<file path="config.mk">
export PLATFORM = sky130hd
export DESIGN_NAME = bipolar_word_tx
export DESIGN_NICKNAME = d
export VERILOG_FILES = /design/src/rtl/bwtx_pkg.sv /design/src/rtl/bwtx_half_pack.sv /design/src/rtl/bwtx_fifo.sv /design/src/rtl/bipolar_word_tx.sv
export SDC_FILE = /design/constraint.sdc
export NUM_CORES = 1
export LEC_CHECK = 0
export BUFFER_PORTS_ARGS = -buffer_cell sky130_fd_sc_hd__buf_2
export CAP_MARGIN = 30
export CORE_UTILIZATION = 62
export DETAILED_ROUTE_END_ITERATION = 16
export PLACE_DENSITY = 0.89
export SYNTH_ARGS = -nofsm -noshare
export SYNTH_HDL_FRONTEND = slang
export SYNTH_HIERARCHICAL = 1
export SYNTH_SLANG_ARGS = --single-unit
</file>
<file path="constraint.sdc">
create_clock -name clk -period 5.8 [get_ports clk]
set_input_delay 0.58 -clock clk [delete_from_list [all_inputs] [get_ports clk]]
set_output_delay 0.58 -clock clk [all_outputs]
set_load 0.01 [all_outputs]
</file>
<file path="src/rtl/bwtx_pkg.sv">
package bwtx_pkg;

    typedef enum logic [2:0] {
        ST_IDLE,
        ST_WAIT_EN,
        ST_DELAY,
        ST_SHIFT,
        ST_GAP
    } tx_state_t;

    // Field layout matches cfg_data: [15:8] delay, [7:2] gap, [1] even, [0] repeat
    typedef struct packed {
        logic [7:0] delay_bits;
        logic [5:0] gap_bits;
        logic       even_par;
        logic       auto_rep;
    } tx_cfg_t;

    localparam int unsigned WORD_W  = 32;
    localparam int unsigned HALF_W  = 16;
    localparam int unsigned MIN_GAP = 4;

    // Overwrite bit 31 with the parity bit for the chosen sense
    function automatic logic [WORD_W-1:0] seal_parity(input logic [WORD_W-1:0] w,
                                                      input logic even);
        logic ones_odd;
        ones_odd = ^w[WORD_W-2:0];
        return {(even ? ones_odd : ~ones_odd), w[WORD_W-2:0]};
    endfunction

endpackage

</file>
<file path="src/rtl/bwtx_half_pack.sv">
module bwtx_half_pack #(
    parameter int unsigned HW = 16
) (
    input  logic            clk,
    input  logic            rst_n,
    input  logic            wr_en,
    input  logic            wr_hi,
    input  logic [HW-1:0]   wr_data,
    output logic            push,
    output logic [2*HW-1:0] push_word
);
    logic [HW-1:0] lo_q;
    logic          lo_valid;

    always_ff @(posedge clk or negedge rst_n) begin
        if (!rst_n) begin
            lo_q     <= '0;
            lo_valid <= 1'b0;
        end else if (wr_en) begin
            if (!wr_hi) begin
                lo_q     <= wr_data;
                lo_valid <= 1'b1;
            end else begin
                lo_valid <= 1'b0;
            end
        end
    end

    assign push      = wr_en && wr_hi && lo_valid;
    assign push_word = {wr_data, lo_q};

endmodule

</file>
<file path="src/rtl/bwtx_fifo.sv">
module bwtx_fifo #(
    parameter  int unsigned DEPTH = 8,
    parameter  int unsigned W     = 32,
    localparam int unsigned AW    = $clog2(DEPTH),
    localparam int unsigned CW    = AW + 1
) (
    input  logic          clk,
    input  logic          rst_n,
    input  logic          push,
    input  logic [W-1:0]  push_data,
    input  logic [AW-1:0] peek_ofs,
    input  logic          drop,
    input  logic [CW-1:0] drop_n,
    output logic [W-1:0]  peek_data,
    output logic [CW-1:0] count,
    output logic          empty,
    output logic          full
);
    logic [W-1:0]  mem [DEPTH];
    logic [AW-1:0] head, tail;
    logic          accept;
    logic [AW-1:0] peek_idx;

    assign full     = (count == CW'(DEPTH));
    assign empty    = (count == '0);
    assign accept   = push && !full;
    assign peek_idx = head + peek_ofs;
    assign peek_data = mem[peek_idx];

    always_ff @(posedge clk) begin
        if (accept) mem[tail] <= push_data;
    end

    always_ff @(posedge clk or negedge rst_n) begin
        if (!rst_n) begin
            head  <= '0;
            tail  <= '0;
            count <= '0;
        end else begin
            if (accept) tail <= tail + 1'b1;
            if (drop)   head <= head + drop_n[AW-1:0];
            count <= count + CW'(accept) - (drop ? drop_n : '0);
        end
    end

endmodule

</file>
<file path="src/rtl/bipolar_word_tx.sv">
module bipolar_word_tx
    import bwtx_pkg::*;
#(
    parameter int unsigned DEPTH    = 8,
    parameter int unsigned BIT_CLKS = 8
) (
    input  logic        clk,
    input  logic        rst_n,
    input  logic        wr_en,
    input  logic        wr_hi,
    input  logic [15:0] wr_data,
    input  logic        cfg_we,
    input  logic [15:0] cfg_data,
    input  logic        send_cmd,
    input  logic        tx_en_n,
    input  logic        stop_n,
    output logic        line_hi,
    output logic        line_lo,
    output logic [2:0]  status,
    output logic        data_rdy_n,
    output logic        fifo_full
);
    localparam int unsigned AW   = $clog2(DEPTH);
    localparam int unsigned CW   = AW + 1;
    localparam int unsigned PW   = $clog2(BIT_CLKS);
    localparam int unsigned HALF = BIT_CLKS / 2;
    localparam int unsigned TW   = $clog2(256 * BIT_CLKS) + 1;
    localparam logic [TW-1:0] BITS_T = TW'(BIT_CLKS);

    tx_state_t         state, state_nxt;
    tx_cfg_t           cfg_q;
    logic [TW-1:0]     tmr;
    logic [PW-1:0]     phase;
    logic [4:0]        bit_cnt;
    logic [WORD_W-1:0] shreg;
    logic [AW-1:0]     word_idx;
    logic [CW-1:0]     frame_len, remain;
    logic              stop_pend;

    logic              push;
    logic [WORD_W-1:0] push_word, peek_data;
    logic [CW-1:0]     count;
    logic              empty, full;
    logic              drop;
    logic [CW-1:0]     drop_n;

    bwtx_half_pack #(.HW(HALF_W)) u_pack (
        .clk(clk), .rst_n(rst_n), .wr_en(wr_en), .wr_hi(wr_hi),
        .wr_data(wr_data), .push(push), .push_word(push_word)
    );

    bwtx_fifo #(.DEPTH(DEPTH), .W(WORD_W)) u_fifo (
        .clk(clk), .rst_n(rst_n), .push(push), .push_data(push_word),
        .peek_ofs(word_idx), .drop(drop), .drop_n(drop_n),
        .peek_data(peek_data), .count(count), .empty(empty), .full(full)
    );

    // Timing decodes
    logic [5:0]    gap_eff;
    logic [TW-1:0] gap_lim, delay_lim;
    logic          phase_last, word_end, delay_done, gap_done, more, enter_shift;

    assign gap_eff    = (cfg_q.gap_bits < 6'(MIN_GAP)) ? 6'(MIN_GAP) : cfg_q.gap_bits;
    assign gap_lim    = TW'(gap_eff) * BITS_T;
    assign delay_lim  = TW'(cfg_q.delay_bits) * BITS_T;
    assign phase_last = (phase == PW'(BIT_CLKS - 1));
    assign word_end   = (state == ST_SHIFT) && phase_last && (bit_cnt == 5'd31);
    assign delay_done = (tmr == delay_lim - 1'b1);
    assign gap_done   = (tmr == gap_lim - 1'b1);
    assign more       = cfg_q.auto_rep ? !stop_pend : (remain != '0);

    // Next-state logic
    always_comb begin
        state_nxt = state;
        unique case (state)
            ST_IDLE:    if (send_cmd && !empty) state_nxt = ST_WAIT_EN;      // ACCEPT
            ST_WAIT_EN: if (!tx_en_n)
                            state_nxt = (cfg_q.delay_bits == '0) ? ST_SHIFT   // NODELAY
                                                                  : ST_DELAY; // ENABLE
            ST_DELAY:   if (delay_done) state_nxt = ST_SHIFT;                // DELAY_DONE
            ST_SHIFT:   if (word_end) state_nxt = ST_GAP;                    // WORD_DONE
            ST_GAP:     if (gap_done) state_nxt = more ? ST_SHIFT            // NEXT
                                                       : ST_IDLE;            // FINISH
            default:    state_nxt = ST_IDLE;
        endcase
    end

    assign enter_shift = (state_nxt == ST_SHIFT) && (state != ST_SHIFT);

    // Buffer release: one word per word in single mode, the whole frame on stop
    assign drop   = (word_end && !cfg_q.auto_rep) ||
                    ((state == ST_GAP) && gap_done && cfg_q.auto_rep && stop_pend);
    assign drop_n = cfg_q.auto_rep ? frame_len : CW'(1);

    // State register
    always_ff @(posedge clk or negedge rst_n) begin
        if (!rst_n) state <= ST_IDLE;
        else        state <= state_nxt;
    end

    // Datapath registers
    always_ff @(posedge clk or negedge rst_n) begin
        if (!rst_n) begin
            cfg_q     <= '{delay_bits: 8'd0, gap_bits: 6'(MIN_GAP), even_par: 1'b0, auto_rep: 1'b0};
            tmr       <= '0;
            phase     <= '0;
            bit_cnt   <= '0;
            shreg     <= '0;
            word_idx  <= '0;
            frame_len <= '0;
            remain    <= '0;
            stop_pend <= 1'b0;
        end else begin
            if (state == ST_IDLE && cfg_we)
                cfg_q <= tx_cfg_t'(cfg_data);

            if (state == ST_IDLE && state_nxt == ST_WAIT_EN) begin
                frame_len <= count;
                remain    <= count;
                word_idx  <= '0;
                stop_pend <= 1'b0;
            end else if (state != ST_IDLE && cfg_q.auto_rep && !stop_n) begin
                stop_pend <= 1'b1;
            end

            if (state_nxt != state)
                tmr <= '0;
            else if (state == ST_DELAY || state == ST_GAP)
                tmr <= tmr + 1'b1;

            if (enter_shift) begin
                shreg   <= seal_parity(peek_data, cfg_q.even_par);
                phase   <= '0;
                bit_cnt <= '0;
            end else if (state == ST_SHIFT) begin
                phase <= phase_last ? '0 : phase + 1'b1;
                if (phase_last) begin
                    shreg   <= shreg >> 1;
                    bit_cnt <= bit_cnt + 1'b1;
                end
            end

            if (word_end) begin
                if (!cfg_q.auto_rep)
                    remain <= remain - 1'b1;
                else
                    word_idx <= ({1'b0, word_idx} == frame_len - 1'b1) ? '0 : word_idx + 1'b1;
            end
        end
    end

    // Outputs
    always_comb begin
        logic pulse;
        pulse      = (state == ST_SHIFT) && (phase < PW'(HALF));
        line_hi    = pulse && shreg[0];
        line_lo    = pulse && !shreg[0];
        status     = {(state != ST_IDLE), full, empty};
        data_rdy_n = !empty;
        fifo_full  = full;
    end

endmodule

</file>
[Yosys cells after proc, flatten, opt, wreduce, memory -nomap -nowiden]
Memory sizes are Yosys's and may differ from the RTL's.
Index checks and enable logic that the tools add are counted.
Operators by class
  $add $sub $neg: 13
  multipliers: 0
  div/mod/pow operators: 0
  order comparisons: 2
  equality and inequality tests: 14
  shift operators: 0
  multiplexer cells: 36
  bitwise logic cells: 2
  reduce and logical (&&, ||, !) cells: 38
Operators with widths (count)
  32-bit two-way mux: 3
  3-bit two-way mux: 12
  31-bit XOR reduction: 1
  12-bit equality test: 2
  12-bit two-way mux: 2
  4-bit two-way mux: 5
  1-bit logical AND: 18
  5-bit two-way mux: 3
  3-bit case mux with 5 select lines: 1
  12-bit by 1-bit adder with 12-bit output (second input constant): 1
  11-bit by 1-bit subtractor with 12-bit output (second input constant): 1
  9-bit by 1-bit subtractor with 10-bit output (second input constant): 1
  3-bit by 1-bit adder with 3-bit output (second input constant): 3
  3-bit by 2-bit equality test with 1-bit output (second input constant): 3
  8-bit zero test: 1
  1-bit two-way mux: 8
  2-bit nonzero test: 4
  4-bit by 1-bit subtractor with 4-bit output (second input constant): 2
  3-bit adder: 2
  3-bit by 1-bit equality test with 1-bit output (second input constant): 2
  3-bit equality test (second input constant): 2
  1-bit zero test: 6
  6-bit by 3-bit < comparator with 1-bit output (second input constant): 1
  6-bit two-way mux: 1
  other kinds (17): 20
Word-level totals
  register bits: 110
  latch bits: 0
  bits in writable memories: 256
  bits in read-only memories: 0
  input bits: 40
  output and inout bits: 7
  word-level logic and storage cells: 124
  memories kept: 1
Memory list
  u_fifo.mem: depth 8, width 32, read ports 1, clocked after Yosys merged registers in 0, write ports 1, RTL line bwtx_fifo.sv:19  | logic [W-1:0] mem [DEPTH];

[Depth between registers and ports, before layout]
  depth in word-level cells: 11
  gate-level depth with buffers: 16

[Hierarchy]
Netlist, hierarchy kept.
Modules (own cells, without submodules)
  bwtx_fifo: times used 1, cells an instance 439, area an instance 10573.9 um2, seq. area each 7937.6 um2
  bipolar_word_tx: times used 1, cells an instance 550, area an instance 5159.9 um2, seq. area each 2078.2 um2
  bwtx_half_pack: times used 1, cells an instance 55, area an instance 824.5 um2, seq. area each 425.4 um2

[Worst setup path after synthesis]
OpenSTA, ideal clock, no wires.
  path type: input -> register
  start: input wr_en
  end: memory u_fifo.mem[0][0] (enable)
  setup time: 501 ps
  arrival time: 3946 ps
  data required time: 5299 ps
  setup slack: 1353 ps
  stages on the path: 3
  buffers on the path: 0
  path through: and3_2 -> nand2_2 -> nor4_1
Between the ends
  word-level cells in the longest chain between the ends: 5
Ends and longest elaborated chain
  from (decl): RTL line bipolar_word_tx.sv:9  | input logic wr_en,
  1-bit logical AND (2 in a row): RTL line bwtx_half_pack.sv:29  | assign push = wr_en && wr_hi && lo_valid;
  1-bit logical AND: RTL line bwtx_fifo.sv:26  | assign accept = push && !full;
  1-bit two-way mux: RTL line bwtx_fifo.sv:31  | if (accept) mem[tail] <= push_data;
  1-bit two-way mux (implied by the code): RTL line bwtx_fifo.sv:31
  to (decl): RTL line bwtx_fifo.sv:19
No other way between the ends.

[Final worst setup path]
  start: register word_idx[0]
  end: register shreg[31]
Between the ends
  word-level cells in the longest chain between the ends: 6
Ends and longest elaborated chain
  from (decl): RTL line bipolar_word_tx.sv:36  | logic [AW-1:0] word_idx;
  from (signal assigned): RTL line bipolar_word_tx.sv:147  | word_idx <= ({1'b0, word_idx} == frame_len - 1'b1) ? '0 : word_idx + 1'b1;
  3-bit adder *: RTL line bwtx_fifo.sv:27  | assign peek_idx = head + peek_ofs;
  memory 8 x 32 bit *
  via peek_data[1]: RTL line bipolar_word_tx.sv:41  | logic [WORD_W-1:0] push_word, peek_data;
  31-bit XOR reduction *: RTL line bwtx_pkg.sv:27  | ones_odd = ^w[WORD_W-2:0];
  1-bit inverter: RTL line bwtx_pkg.sv:28  | return {(even ? ones_odd : ~ones_odd), w[WORD_W-2:0]};
  1-bit two-way mux *: RTL line bwtx_pkg.sv:28
  32-bit two-way mux *: RTL line bipolar_word_tx.sv:131  | if (enter_shift) begin
  to (signal assigned): RTL line bipolar_word_tx.sv:132  | shreg <= seal_parity(peek_data, cfg_q.even_par);
  to (signal assigned): RTL line bipolar_word_tx.sv:138  | shreg <= shreg >> 1;
  to (decl): RTL line bipolar_word_tx.sv:35  | logic [WORD_W-1:0] shreg;
The timed path passes the listed nets; every way through them passes the cells marked *.
A chain may end at the register's enable or synchronous reset.

==> flow_metrics.py <==
metrics = {
    "final_layout": {
        "final_cell_mix": "248 x edfxtp_1, 139 x nand2_1, 109 x dfrtp_1",
        "diodes": 0,
        "area_delta_synth_final_pct": 9.86,
        "final_common_cell": "edfxtp_1",
        "drive_above_1_share": 0.238,
        "nFillCells": 1499,
        "nets": 1130,
    },
    "clock_tree": {
        "holdBufCountCts": 0,
        "cts-resized-gates": 0,
        "clk_pin_slew_worst_paths_ns": 0.06,
        "cts.path.max_buffers": 3,
        "htreeDepth": 2,
        "post-cts-setup-buffers": 0,
        "tritoncts": "built",
        "numCtsBuffers": 37,
        "clkSinkCount": 358,
        "cts_root_buffer": "clkbuf_16",
        "clock_latency_ns": 0.54,
    },
    "sta": {
        "setup_tns_ns": 0,
        "period_needed_ns": 4.26,
        "fmax_mhz": 235,
        "rsz0062_at_grt": "false",
        "whs_ns": 0.164,
        "fin_crit_sh": 0.735,
        "finClkSkew_ns": 0.0189,
        "finalSetupViolations": 0,
        "slew_violations": 0,
        "finalHoldViolations": 0,
        "worst_slew_pin_slew_ns": 0.918,
        "maxSlewHeadroom": 0.388,
    },
    "min_path": {
        "min_path_type": "in -> async",
    },
    "pwr": {
        "internal-power_mw": 4.34,
        "p_seq_frac": 0.532,
        "p_leak_nw": 6.86,
        "switching_share": 0.226,
        "vdd_drop_max_uv": 335,
        "clkPwrFrac": 0.414,
        "power.net_switching_mw": 1.26,
        "power_frac_comb": 0.054,
        "power_density_nw_per_um2": 314,
    },
    "route": {
        "drc": 0,
        "vias": 8898,
        "drt-initial-drc-count": 1008,
        "first_pass_iters": 6,
        "routedWlPerCell_um": 23.7,
        "postRouteAntennaNets": 0,
        "vias_per_cell": 6.24,
        "wl_um": 33800,
    },
    "worst_setup_path": {
        "worstPathArrival_ns": 4.63,
        "endpoint": "shreg[31]$_DFFE_PN0P_",
        "reg2reg_to": "shreg[31]$_DFFE_PN0P_",
        "crit_type": "reg -> reg",
        "crit_required_ns": 6.16,
        "rrSetupSlack_ns": 1.54,
        "cp_max_fo": 20,
        "end_kind": "register",
        "critPathLaunch": "word_idx[0]$_DFF_PN0_",
        "worst_r2r_path_depth": 13,
        "r2r-start": "word_idx[0]$_DFF_PN0_",
        "start_kind": "register",
    },
    "floorplan": {
        "die_w_um": 164,
        "pin_count": 47,
        "die-area_um2": 26900,
        "num_rows": 58,
        "initial_core_util": 0.638,
        "core-area_um2": 25500,
        "die_y_um": 164,
    },
    "grt": {
        "grt_overflow": 0,
        "grt_pass1_vias": 9303,
        "grt_antenna_before_repair": 0,
        "grt_use_total": 0.265,
        "grt_pass1_wl_um": 52500,
        "grt_start_max_net_pins": 68,
    },
    "placed_design": {
        "place_congestion": 0.836,
        "hpwlAfterDp_um": 19900,
        "io_buffers": 46,
    },
    "outcome": {
        "status": "finished, final reports clean",
    },
    "yosys": {
        "synth_cells": 1032,
        "yosys_warnings": 6,
        "syn_avg_cell_area_um2": 15.7,
        "synth_area_um2": 16300,
        "synth_fp_nets": 1094,
    },
    "flow_run": {
        "cap_violations": 0,
    },
}
layout make-up:
type | instances | area (um^2) | share of cell area
multi-input cells | 579 | 5550 | 0.311
clock buffers | 46 | 1000 | 0.0561
well taps | 330 | 413 | 0.0231
clock inverters | 22 | 193 | 0.0108
inverters | 31 | 116 | 0.00652
repair buffers | 61 | 378 | 0.0212
flip-flops and latches | 358 | 10200 | 0.571
state kept, by name, summed over array words and instances, names as in the netlist:
name / flops
tmr: 12
cfg_q: 16
shreg: 32
word_idx: 3
u_fifo/count: 4
state: 3
u_fifo/mem: 248
frame_len: 4
remain: 4
u_pack/lo_valid: 1
u_fifo/head: 3
stop_pend: 1
u_pack/lo_q: 16
u_fifo/tail: 3
bit_cnt: 5
phase: 3
power by group through the flow:
stage | sequential (mW) | combinational (mW) | clock [mW]
after floorplan | 2.98 | 0.211 | 0
after global placement | 3.01 | 0.287 | 0
after detailed placement | 3.02 | 0.304 | 0
after CTS | 2.98 | 0.309 | 2.35
after global routing | 2.99 | 0.336 | 2.44
final | 2.98 | 0.305 | 2.32
worst max-delay path: stages (launching register included):
cell,delay (ns)
dfrtp_1,0.48
ha_4,0.17
inv_1,0.05
fa_2,0.33
xor2_1,0.20
xnor2_4,0.60
buf_4,0.51
mux2_2,0.43
xnor2_1,0.26
xnor2_1,0.18
xnor2_1,0.33
xnor2_1,0.16
xnor2_1,0.25
mux2i_1,0.13
per-stage QoR:
stage	setup WS [ns]	cells	utilization	area, um^2	total power [mW]
final	1.54	1427	0.701	17900	5.60
after global routing	1.44	1427	0.701	17900	5.76
after CTS	1.57	1427	0.701	17900	5.63
after detailed placement	1.75	1359	0.654	16700	3.33
after global placement	1.99	1358	0.653	16600	3.30
after floorplan	1.45	1032	-	16300	3.19
worst min path at each step:
stage,endpoint,cells after the start,slack (ns)
floorplan,bit_cnt[0]$_DFFE_PN0P_,0,0.28
global placement,u_pack/lo_valid$_DFFE_PN0P_,1,0.46
detailed placement,u_pack/lo_valid$_DFFE_PN0P_,1,0.47
CTS,cfg_q[3]$_DFFE_PN0P_,1,0.21
global route,cfg_q[3]$_DFFE_PN0P_,1,0.24
finish,cfg_q[3]$_DFFE_PN0P_,1,0.16
per-layer routing:
metal  wire length, um  track usage  up-vias
met5                 0            0        -
met4               914       0.0922        0
met3              2130       0.0404       83
met2             17600        0.466      361
met1             13100        0.334     4522
li1                  -            -     3932
No activity file was read; power rests on OpenSTA's default activity.
